`src/rtl/cec_tx_pkg.sv`:
```
`timescale 1ns/1ps
package cec_tx_pkg;
  typedef enum logic [1:0] {
    TX_OK     = 2'd0,
    TX_NACK   = 2'd1,
    TX_ARB    = 2'd2,
    TX_LOWDRV = 2'd3
  } tx_status_e;

  typedef enum logic [1:0] {
    ST_IDLE,
    ST_START,
    ST_SLOT,
    ST_HOLD
  } eng_state_e;
endpackage

```
`src/rtl/cec_tx_buf.sv`:
```
`timescale 1ns/1ps
module cec_tx_buf #(
  parameter int DEPTH = 16,
  parameter int DW    = 8,
  localparam int AW   = $clog2(DEPTH)
) (
  input  logic          clk,
  input  logic          we,
  input  logic [AW-1:0] waddr,
  input  logic [DW-1:0] wdata,
  input  logic [AW-1:0] raddr,
  output logic [DW-1:0] rdata
);
  logic [DW-1:0] mem [DEPTH];

  always_ff @(posedge clk) begin
    if (we) mem[waddr] <= wdata;
    rdata <= mem[raddr];
  end
endmodule

```
`src/rtl/cec_tx_free_timer.sv`:
```
`timescale 1ns/1ps
module cec_tx_free_timer #(
  parameter int T_BIT = 2400,
  parameter int PER_W = 5,
  localparam int SUB_W = $clog2(T_BIT)
) (
  input  logic             clk,
  input  logic             rst,
  input  logic             tick,
  input  logic             line_in,
  output logic [PER_W-1:0] periods
);
  localparam logic [SUB_W-1:0] SUB_LAST = SUB_W'(T_BIT - 1);
  localparam logic [PER_W-1:0] PER_MAX  = '1;

  logic [SUB_W-1:0] sub;

  always_ff @(posedge clk) begin
    if (rst || !line_in) begin
      sub     <= '0;
      periods <= '0;
    end else if (tick) begin
      if (sub == SUB_LAST) begin
        sub <= '0;
        if (periods != PER_MAX) periods <= periods + PER_W'(1);
      end else begin
        sub <= sub + SUB_W'(1);
      end
    end
  end

  // a low line clears the accumulated free time
  a_r11_low_clears: assert property (@(posedge clk) disable iff (rst)
    !line_in |=> (periods == '0));
endmodule

```
`src/rtl/cec_tx_engine.sv`:
```
`timescale 1ns/1ps
module cec_tx_engine
  import cec_tx_pkg::*;
#(
  parameter int MAX_BYTES   = 16,
  parameter int SFT_W       = 4,
  parameter int T_START_LOW = 3700,
  parameter int T_START_TOT = 4500,
  parameter int T_ZERO_LOW  = 1500,
  parameter int T_ONE_LOW   = 600,
  parameter int T_BIT       = 2400,
  parameter int T_SAMPLE    = 850,
  localparam int AW    = $clog2(MAX_BYTES),
  localparam int LEN_W = $clog2(MAX_BYTES + 1),
  localparam int PER_W = SFT_W + 1
) (
  input  logic             clk,
  input  logic             rst,
  input  logic             tick,
  input  logic             line_in,
  input  logic             start,
  input  logic [LEN_W-1:0] frame_len,
  input  logic [SFT_W-1:0] free_bits,
  input  logic [PER_W-1:0] free_per,
  input  logic [7:0]       rd_data,
  output logic [AW-1:0]    rd_addr,
  output logic             drive_low,
  output logic             done,
  output tx_status_e       status
);
  localparam int CNT_TOP = (T_START_TOT > T_BIT) ? T_START_TOT : T_BIT;
  localparam int CNT_W   = $clog2(CNT_TOP + 1);
  localparam logic [CNT_W-1:0] C_START_LOW = CNT_W'(T_START_LOW);
  localparam logic [CNT_W-1:0] C_START_TOT = CNT_W'(T_START_TOT);
  localparam logic [CNT_W-1:0] C_ZERO      = CNT_W'(T_ZERO_LOW);
  localparam logic [CNT_W-1:0] C_ONE       = CNT_W'(T_ONE_LOW);
  localparam logic [CNT_W-1:0] C_BIT       = CNT_W'(T_BIT);
  localparam logic [CNT_W-1:0] C_SAMPLE    = CNT_W'(T_SAMPLE);
  localparam logic [LEN_W-1:0] LEN_MAX     = LEN_W'(MAX_BYTES);

  eng_state_e       state;
  logic             pending;
  logic [LEN_W-1:0] len_q;
  logic [SFT_W-1:0] sft_q;
  logic [7:0]       shreg;
  logic [AW-1:0]    byte_idx;
  logic [3:0]       slot;
  logic [CNT_W-1:0] cnt;
  logic             bcast_q;
  logic             nack_q;

  logic [CNT_W-1:0] cnt_nx;
  logic             last_byte, bit_val, sampled, len_ok;
  logic [CNT_W-1:0] low_len;
  logic [PER_W-1:0] sft_ext;

  always_comb begin
    cnt_nx    = cnt + CNT_W'(1);
    last_byte = (LEN_W'(byte_idx) == len_q - LEN_W'(1));
    if (slot < 4'd8)       bit_val = shreg[7];
    else if (slot == 4'd8) bit_val = last_byte;
    else                   bit_val = 1'b1;
    sampled = bit_val && (((byte_idx == '0) && (slot < 4'd4)) || (slot == 4'd9));
    low_len = bit_val ? C_ONE : C_ZERO;
    len_ok  = (frame_len != '0) && (frame_len <= LEN_MAX);
    sft_ext = PER_W'(sft_q);
  end

  assign rd_addr = (state == ST_IDLE) ? '0 : byte_idx + AW'(1);

  always_ff @(posedge clk) begin
    if (rst) begin
      state     <= ST_IDLE;
      pending   <= 1'b0;
      len_q     <= '0;
      sft_q     <= '0;
      shreg     <= '0;
      byte_idx  <= '0;
      slot      <= '0;
      cnt       <= '0;
      bcast_q   <= 1'b0;
      nack_q    <= 1'b0;
      drive_low <= 1'b0;
      done      <= 1'b0;
      status    <= TX_OK;
    end else begin
      done <= 1'b0;
      case (state)
        ST_IDLE: begin
          if (!pending) begin
            if (start && len_ok) begin
              pending <= 1'b1;
              len_q   <= frame_len;
              sft_q   <= free_bits;
            end
          end else if (line_in && (free_per > sft_ext)) begin
            pending   <= 1'b0;
            state     <= ST_START;
            drive_low <= 1'b1;
            cnt       <= '0;
            shreg     <= rd_data;
            bcast_q   <= (rd_data[3:0] == 4'hF);
            byte_idx  <= '0;
            slot      <= '0;
            nack_q    <= 1'b0;
          end
        end
        ST_START: begin
          if (tick) begin
            cnt <= cnt_nx;
            if (cnt_nx == C_START_LOW) drive_low <= 1'b0;
            if (cnt_nx == C_START_TOT) begin
              state     <= ST_SLOT;
              cnt       <= '0;
              drive_low <= 1'b1;
            end
          end
        end
        ST_SLOT: begin
          if (tick) begin
            cnt <= cnt_nx;
            if (cnt_nx == low_len) drive_low <= 1'b0;
            if ((cnt_nx == C_SAMPLE) && sampled) begin
              if (slot != 4'd9 && !line_in) begin
                state     <= ST_IDLE;
                drive_low <= 1'b0;
                done      <= 1'b1;
                status    <= TX_ARB;
              end else if (slot == 4'd9) begin
                nack_q <= bcast_q ? !line_in : line_in;
              end
            end
            if (cnt_nx == C_BIT) begin
              if (sampled && !line_in) begin
                state  <= ST_HOLD;
                done   <= 1'b1;
                status <= TX_LOWDRV;
              end else if (nack_q) begin
                state  <= ST_IDLE;
                done   <= 1'b1;
                status <= TX_NACK;
              end else if (slot == 4'd9 && last_byte) begin
                state  <= ST_IDLE;
                done   <= 1'b1;
                status <= TX_OK;
              end else begin
                cnt       <= '0;
                drive_low <= 1'b1;
                if (slot == 4'd9) begin
                  slot     <= '0;
                  byte_idx <= byte_idx + AW'(1);
                  shreg    <= rd_data;
                end else begin
                  slot <= slot + 4'd1;
                  if (slot < 4'd8) shreg <= {shreg[6:0], 1'b0};
                end
              end
            end
          end
        end
        ST_HOLD: begin
          if (line_in) state <= ST_IDLE;
        end
        default: state <= ST_IDLE;
      endcase
    end
  end

  // completion is a single-cycle pulse
  a_r13_done_single: assert property (@(posedge clk) disable iff (rst)
    done |=> !done);

  // after losing arbitration the line is released
  a_r6_release_on_arb: assert property (@(posedge clk) disable iff (rst)
    (done && status == TX_ARB) |-> !drive_low);

  // the start bit begins only after enough free time
  a_r10_free_before_start: assert property (@(posedge clk) disable iff (rst)
    (state == ST_START && $past(state) == ST_IDLE) |-> ($past(free_per) > $past(sft_ext)));

  // a data slot never holds the line longer than a zero
  a_r3_low_bound: assert property (@(posedge clk) disable iff (rst)
    (state == ST_SLOT && drive_low) |-> (cnt < C_ZERO));

  // while waiting out a low drive the block stays off the line
  a_r9_hold_released: assert property (@(posedge clk) disable iff (rst)
    (state == ST_HOLD) |-> !drive_low);
endmodule

```
`src/rtl/cec_frame_tx.sv`:
```
`timescale 1ns/1ps
module cec_frame_tx
  import cec_tx_pkg::*;
#(
  parameter int MAX_BYTES   = 16,
  parameter int SFT_W       = 4,
  parameter int T_START_LOW = 3700,
  parameter int T_START_TOT = 4500,
  parameter int T_ZERO_LOW  = 1500,
  parameter int T_ONE_LOW   = 600,
  parameter int T_BIT       = 2400,
  parameter int T_SAMPLE    = 850,
  localparam int AW    = $clog2(MAX_BYTES),
  localparam int LEN_W = $clog2(MAX_BYTES + 1),
  localparam int PER_W = SFT_W + 1
) (
  input  logic             clk,
  input  logic             rst,
  input  logic             tick_us,
  input  logic             line_in,
  input  logic             wr_en,
  input  logic [AW-1:0]    wr_addr,
  input  logic [7:0]       wr_data,
  input  logic [LEN_W-1:0] frame_len,
  input  logic [SFT_W-1:0] free_bits,
  input  logic             start,
  output logic             drive_low,
  output logic             done,
  output logic [1:0]       status
);
  logic [AW-1:0]    rd_addr;
  logic [7:0]       rd_data;
  logic [PER_W-1:0] free_per;
  tx_status_e       status_e;

  cec_tx_buf #(.DEPTH(MAX_BYTES), .DW(8)) u_buf (
    .clk   (clk),
    .we    (wr_en),
    .waddr (wr_addr),
    .wdata (wr_data),
    .raddr (rd_addr),
    .rdata (rd_data)
  );

  cec_tx_free_timer #(.T_BIT(T_BIT), .PER_W(PER_W)) u_free (
    .clk     (clk),
    .rst     (rst),
    .tick    (tick_us),
    .line_in (line_in),
    .periods (free_per)
  );

  cec_tx_engine #(
    .MAX_BYTES(MAX_BYTES), .SFT_W(SFT_W),
    .T_START_LOW(T_START_LOW), .T_START_TOT(T_START_TOT),
    .T_ZERO_LOW(T_ZERO_LOW), .T_ONE_LOW(T_ONE_LOW),
    .T_BIT(T_BIT), .T_SAMPLE(T_SAMPLE)
  ) u_eng (
    .clk       (clk),
    .rst       (rst),
    .tick      (tick_us),
    .line_in   (line_in),
    .start     (start),
    .frame_len (frame_len),
    .free_bits (free_bits),
    .free_per  (free_per),
    .rd_data   (rd_data),
    .rd_addr   (rd_addr),
    .drive_low (drive_low),
    .done      (done),
    .status    (status_e)
  );

  assign status = status_e;
endmodule

```
`config.mk`:
```
export PLATFORM = sky130hd
export DESIGN_NAME = cec_frame_tx
export DESIGN_NICKNAME = d
export VERILOG_FILES = /design/src/rtl/cec_tx_pkg.sv /design/src/rtl/cec_tx_buf.sv /design/src/rtl/cec_tx_free_timer.sv /design/src/rtl/cec_tx_engine.sv /design/src/rtl/cec_frame_tx.sv
export SDC_FILE = /design/constraint.sdc
export NUM_CORES = 1
export LEC_CHECK = 0
export CAP_MARGIN = 25
export CORE_ASPECT_RATIO = 0.6
export CORE_UTILIZATION = 50
export DETAILED_ROUTE_END_ITERATION = 6
export PLACE_DENSITY_LB_ADDON = 0.12
export REMOVE_ABC_BUFFERS = 1
export SLEW_MARGIN = 25
export SYNTH_ARGS = -nofsm -noshare
export SYNTH_HDL_FRONTEND = slang
export SYNTH_SLANG_ARGS = --single-unit
```
`constraint.sdc`:
```
create_clock -name clk -period 6.9 [get_ports clk]
set_clock_uncertainty 0.15 [all_clocks]
set_input_delay 0.69 -clock clk [delete_from_list [all_inputs] [get_ports clk]]
set_output_delay 0.69 -clock clk [all_outputs]
set_load 0.005 [all_outputs]
```
==> impl_metrics.tcl, run 1 <==
set metrics [dict create \
    status "complete, no violations" \
    core_area_sq_um 18350 \
    ys_seq_area_share_pct 55.56 \
    stdcell_count 1109 \
    ys_warn_count 0 \
    path_depth 9 \
    syn_area_sq_um 9513 \
    overflow 0 \
    nFillCells 1525 \
    start_util_pct 51.83 \
    drive_gt1_share_pct 8.516 \
    worstRegToRegCells 9 \
    critical_path_required_ps 7110 \
    finalCritPeriodShare_pct 57.66 \
    ant_nets 0 \
    clk_pin_slew_ps 70 \
    max-slew-margin-rel_pct 27.09 \
    clock-root-buffer "clkbuf_16" \
    numCtsBuffers 17 \
    synth_top_flop_cell "edfxtp_1" \
    routed_wl_um 22090 \
    rsz0062_at_grt "false" \
    synth_edf_count 128 \
    die_h_um 108.8 \
    grt_pass1_vias 6077 \
    dr.pass1.iters 7 \
    critPathKind "register to register" \
    vias 6746 \
    viasPerCell 6.083 \
    cap_violations 0 \
    crit_fanout 15 \
    grt_usage_pct 23.51 \
    worstMarginPinSlew_ps 1090 \
    ir_worst_vdd_mv 0.1990 \
    critPathMostFrequentCell "o21ai_0" \
    final_area_sq_um 10540 \
    critical_path.startpoint "u_eng.state[0]$_SDFFE_PP0P_" \
    grt_first_pass_wirelength_um 34600 \
    period_needed_ps 3978 \
    cp_cell_sequence "inv_1 > ha_1 > o21bai_1 > nand2b_1 > a2111oi_0 > o21ai_0 > nor2_1 > o21ai_0 > o211ai_1" \
    io_pins 31 \
    syn_to_final_growth_pct 10.75 \
    placed_area_sq_um 10010 \
    io_buffers 30 \
    synth_area_leaders "edfxtp_1 40%, dfxtp_1 15%, mux2i_1 5.2%" \
    h-tree-depth 4 \
    synthCells 842 \
    regToRegEndpoint "u_eng.cnt[9]$_SDFFE_PP0P_" \
    place_inst 1077 \
    maxSlewViolCount 0 \
    post_cts_resized 0 \
    ys_async_sr_fraction_pct 0 \
    rr_startpoint "u_eng.state[0]$_SDFFE_PP0P_" \
    drc 0 \
    r2r_slack_ps 2920 \
    grt_max_degree 50 \
    setup_viol 0 \
    num-nets-final 904 \
    cts_setup_buffers 0 \
    antenna_cells 0 \
    leakage_uw 0.003455 \
    critical_path_arrival_ps 4190 \
    finalHoldViolations 0 \
    drtIter0Drc 667 \
    crit_path_top_delay_cell "nor2_1" \
    syn_avg_cell_area_sq_um 11.30 \
    clock-sinks 200 \
    routedWlPerCell_um 19.92 \
    num_rows 38 \
    die_area_sq_um 19600 \
    slowest_delay_ps 890 \
    min_path_type "register to register" \
    die_w_um 180.1 \
    crit_family "compound AO/OA/AOI/OAI gates" \
    synth_cell_types 72 \
    cp_num_buf_inv 1 \
    grt_antenna_before_repair 0 \
    setup_tns_ps 0 \
    clock.fmax_mhz 251.4 \
    whs_ps 323.1 \
    endpoint "u_eng.cnt[9]$_SDFFE_PP0P_" \
    start_kind "register" \
    clk_latency_ps 440 \
    end_kind "register" \
    dp_hpwl_um 15310 \
    finish.utilization_pct 57.40 \
    ys_seq_elements 200 \
    synth_top_area_share_pct 40.41 \
    gp_congestion 0.9030 \
    yosysTopAreaCell "edfxtp_1" \
    p_per_area_nw_per_um2 255.9 \
    cts_tree "built" \
    cts_hold_buf 0 \
    clk_path_buf_depth 2 \
]
-- worst min-delay path by stage --
stage	from	endpoint	depth (start not counted)
after CTS	u_eng.shreg[3]$_SDFFE_PP0P_	u_eng.shreg[3]$_SDFFE_PP0P_	2
final	u_eng.shreg[3]$_SDFFE_PP0P_	u_eng.shreg[3]$_SDFFE_PP0P_	2
after global routing	u_eng.drive_low$_SDFFE_PP0P_	u_eng.drive_low$_SDFFE_PP0P_	2
after global placement	u_eng.shreg[5]$_SDFFE_PP0P_	u_eng.shreg[5]$_SDFFE_PP0P_	2
after detailed placement	u_eng.shreg[2]$_SDFFE_PP0P_	u_eng.shreg[2]$_SDFFE_PP0P_	2
after floorplan	u_eng.shreg[0]$_SDFFE_PP0P_	u_eng.shreg[0]$_SDFFE_PP0P_	2
-- cells in the final DEF, fill, tap and decap left out, types with 6 or more instances in the layout --
cell,instances
edfxtp_1,128
nor3_1,18
or3_1,9
and3_1,13
inv_1,18
buf_4,13
a311oi_1,8
nand4b_1,6
nand3_1,31
a211oi_1,24
xnor2_1,10
nor4_1,6
xor2_1,18
o211ai_1,14
clkdlybuf4s50_1,30
a21oi_1,39
dfxtp_1,71
nand4_1,9
o21ai_0,34
mux2i_1,49
a31oi_1,12
mux4_2,12
nor2b_1,20
clkbuf_16,17
ha_1,20
o2111ai_1,6
nand2_1,77
nand2b_1,6
nor2_1,64
-- cell usage after synthesis, types with 3 or more instances --
library cell,count
o211ai_1,14
ha_1,20
and3_1,13
mux4_2,12
a22oi_1,4
nor2b_1,20
a31oi_1,12
o2111ai_1,6
nand3b_1,4
buf_2,4
nand4b_1,6
or3_1,9
nor3_1,18
nand2b_1,6
nand4_1,9
and4_1,3
and2_1,3
a311oi_1,8
xnor2_1,10
dfxtp_1,72
clkbuf_1,38
o21ai_0,34
edfxtp_1,128
nand2_1,77
a211oi_1,24
inv_1,18
o221ai_1,4
xor2_1,18
mux2i_1,49
a21oi_1,39
nor4_1,6
nand3_1,31
buf_6,3
nor2_1,69
-- worst min-delay path: cells and delay by family, from the launching register on --
kind	cells	cell delay, ps
flops	1	310
compound gates	2	120
-- layout make-up --
type                    instances  area, sq um  area share [%]
clock buffers                  18        429.2           4.074
clock inverters                13        80.08          0.7601
inverters                      20        75.07          0.7126
multi-input cells             575         3966           37.65
flip-flops and latches        200         5286           50.18
well taps                     240        300.3           2.850
repair buffers                 43        397.9           3.777
-- layer usage --
layer / up-vias / part of all wire (%) / GRT usage (%)
met5: - / 0 / 0
met4: 0 / 0.98 / 7.204
met3: 16 / 8.8 / 5.010
li1: 3211 / - / -
met2: 277 / 39 / 30.71
met1: 3242 / 51 / 37.93
-- state kept, by name, indices dropped and copies added, names as in the netlist --
register         cells
u_buf.mem          128
u_buf.rdata          8
u_eng.bcast_q        1
u_eng.byte_idx       4
u_eng.cnt           13
u_eng.done           1
u_eng.drive_low      1
u_eng.len_q          5
u_eng.nack_q         1
u_eng.pending        1
u_eng.sft_q          4
u_eng.shreg          8
u_eng.slot           4
u_eng.state          2
u_eng.status         2
u_free.periods       5
u_free.sub          12
-- power by group --
| part | switching (uW) | total, uW | internal [uW] |
|---|---|---|---|
| Combinational | 268 | 445 | 177 |
| Sequential | 32.2 | 1360 | 1330 |
| Clock | 436 | 892 | 455 |
-- metrics by stage --
stage / setup slack [ps] / power (uW)
2_1_floorplan: 3183 / 1671
3_3_place_gp: 2900 / 1808
3_5_place_dp: 2660 / 1824
4_1_cts: 3029 / 2706
5_1_grt: 2571 / 2806
6_report: 2922 / 2695
-- kinds of logic after synthesis --
family,after synthesis,synth area share [%]
mux,62,8.115
xor+xnor,28,2.578
compound gates,173,12.69
simple gates,292,15.49
fa+ha+maj,20,2.631
flops,200,55.56
buf+inv,67,2.933
Note: power is estimated with default switching activity, not from simulation.
==> run 2, diff against run 1 <==
==> constraint.sdc (replaced) <==
create_clock -name clk -period 4 [get_ports clk]
set_clock_uncertainty 0.15 [all_clocks]
set_input_delay 0.4 -clock clk [delete_from_list [all_inputs] [get_ports clk]]
set_output_delay 0.4 -clock clk [all_outputs]
set_load 0.005 [all_outputs]
==> run 2 against run 1 <==
  * Hold slack better by 4.5 ps
  * Critical endpoint is now u_eng.slot[1]$_SDFFE_PP0P_
  * Setup slack got worse by 2400 ps
  * Combinational power is 77% higher
  * Sequential share of layout area fell by 0.73 points
  * First-iteration DRC count shrank 4.9%
  * Die area did not move
==> impl_metrics.tcl, run 2 (synthesis results as in run 1) <==
set metrics [dict create \
    h-tree-depth 4 \
    clk_latency_ps 440 \
    critical_path_arrival_ps 3690 \
    placed_area_sq_um 10090 \
    status "complete, no violations" \
    combPwrFrac_pct 16.3 \
    routedWlPerCell_um 20.07 \
    hold_path_depth 2 \
    die_area_sq_um 19600 \
    clockPowerShare_pct 35.3 \
    numCtsBuffers 17 \
    post_cts_resized 0 \
    ir_worst_vdd_mv 0.2959 \
    finalCritPeriodShare_pct 86.86 \
    critPathKind "register to register" \
    grt_antenna_before_repair 0 \
    viasPerCell 6.116 \
    setup_tns_ps 0 \
    num-nets-final 913 \
    cts_hold_buf 0 \
    min-delay-start "u_eng.shreg[1]$_SDFFE_PP0P_" \
    worstMarginPinSlew_ps 1042 \
    grt_usage_pct 23.82 \
    period_needed_ps 3474 \
    drc 0 \
    final_area_sq_um 10690 \
    rsz0062_at_grt "false" \
    gp_congestion 0.9386 \
    grt_max_degree 43 \
    clock-sinks 200 \
    ant_nets 0 \
    grt_pass1_vias 6439 \
    leakage_uw 0.003549 \
    worstRegToRegCells 8 \
    power_frac_seq_pct 48.4 \
    max_flop_register "u_buf.mem" \
    r2r_slack_ps 530 \
    dp_hpwl_um 15580 \
    drtIter0Drc 634 \
    antenna_cells 0 \
    die_w_um 180.1 \
    clock.fmax_mhz 287.8 \
    seqCellArea_sq_um 5286 \
    cap_violations 0 \
    drive_gt1_share_pct 9.784 \
    clock-root-buffer "clkbuf_16" \
    dr.pass1.iters 5 \
    multi_input_area_sq_um 3969 \
    cts_tree "built" \
    max-slew-margin-rel_pct 30.30 \
    end_kind "register" \
    p_sw_uw 1393 \
    rr_startpoint "u_eng.cnt[0]$_SDFFE_PP0P_" \
    finish.utilization_pct 58.26 \
    routed_wl_um 22460 \
    start_kind "register" \
    intPower_uw 3442 \
    io_pins 31 \
    cts_setup_buffers 0 \
    regToRegEndpoint "u_eng.slot[1]$_SDFFE_PP0P_" \
    overflow 0 \
    crit_fanout 23 \
    p_per_area_nw_per_um2 452.2 \
    grt_first_pass_wirelength_um 35330 \
    core_area_sq_um 18350 \
    finalHoldViolations 0 \
    largest_reg_flops 128 \
    min_path_type "register to register" \
    num_rows 38 \
    syn_to_final_growth_pct 12.39 \
    io_buffers 30 \
    reg_top3 "u_buf.mem x128, u_eng.cnt x13, u_free.sub x12" \
    start_util_pct 51.83 \
    clk_pin_slew_ps 80 \
    final_cell_mix "128 x edfxtp_1, 77 x nand2_1, 71 x dfxtp_1" \
    nFillCells 1463 \
    vias 6844 \
    die_h_um 108.8 \
    maxSlewViolCount 0 \
    setup_viol 0 \
    layout_commonest_cell "edfxtp_1" \
    sw_frac_of_total_pct 28.80 \
    worstHoldEndpoint "u_eng.shreg[1]$_SDFFE_PP0P_" \
    clk_path_buf_depth 2 \
    critical_path_required_ps 4220 \
]
run 2: cell types whose count changed in the layout (fill, tap and decap cells not counted), sizes merged:
cell and change:
buf +9, inv +6, clkinvlp -3, clkinv -1, clkbuf -1
run 2: power by group through the flow:
stage	sequential, uW	combinational (uW)	clock, uW
after detailed placement	2390	782	0
after global routing	2350	867	1810
after CTS	2340	786	1730
final	2340	787	1710
after floorplan	2370	515	0
after global placement	2380	756	0
run 2: layer usage:
metal | track usage (%) | wire length (um)
met1 | 36.45 | 11380
met4 | 5.983 | 195
met3 | 4.943 | 1652
met2 | 34.30 | 9240
met5 | 0 | 0
run 2: worst max-delay path: stages, from the launching register on:
cell and delay [ps]:
dfxtp_1 460, ha_1 480, nand4_1 290, or3_1 420
a21oi_1 310, and3_1 280, a31oi_4 270, or4b_1 600
a21oi_1 160
run 2: through the flow:
stage	hold WS [ps]	setup WS (ps)	total power, uW	cells
after global placement	305.9	627.5	3139	1084
after CTS	331.2	539.5	4853	1118
after detailed placement	320.8	523.8	3169	1086
after global routing	351.5	273.1	5028	1119
after floorplan	292.9	283.5	2883	795
final	327.6	525.7	4835	1119
run 2: how the worst max path moves through the flow:
stage | startpoint | endpoint | slack [ps] | depth (start not counted)
6_report | u_eng.cnt[0]$_SDFFE_PP0P_ | u_eng.slot[1]$_SDFFE_PP0P_ | 530 | 8
3_3_place_gp | u_eng.cnt[0]$_SDFFE_PP0P_ | u_eng.slot[1]$_SDFFE_PP0P_ | 630 | 8
5_1_grt | u_eng.cnt[0]$_SDFFE_PP0P_ | u_eng.shreg[4]$_SDFFE_PP0P_ | 270 | 9
3_5_place_dp | u_eng.cnt[0]$_SDFFE_PP0P_ | u_eng.slot[1]$_SDFFE_PP0P_ | 520 | 8
2_1_floorplan | u_eng.byte_idx[0]$_SDFFE_PP0P_ | u_buf.rdata[6]$_DFF_P_ | 280 | 5
4_1_cts | u_eng.cnt[0]$_SDFFE_PP0P_ | u_eng.slot[1]$_SDFFE_PP0P_ | 540 | 8
run 2: area by class of cell:
class,count,share of cell area (%)
tap,240,2.809
clock buffer,17,3.979
inverter,20,0.7022
multi-input combinational,575,37.12
timing repair buffer,52,4.424
clock inverter,15,1.521
sequential,200,49.44
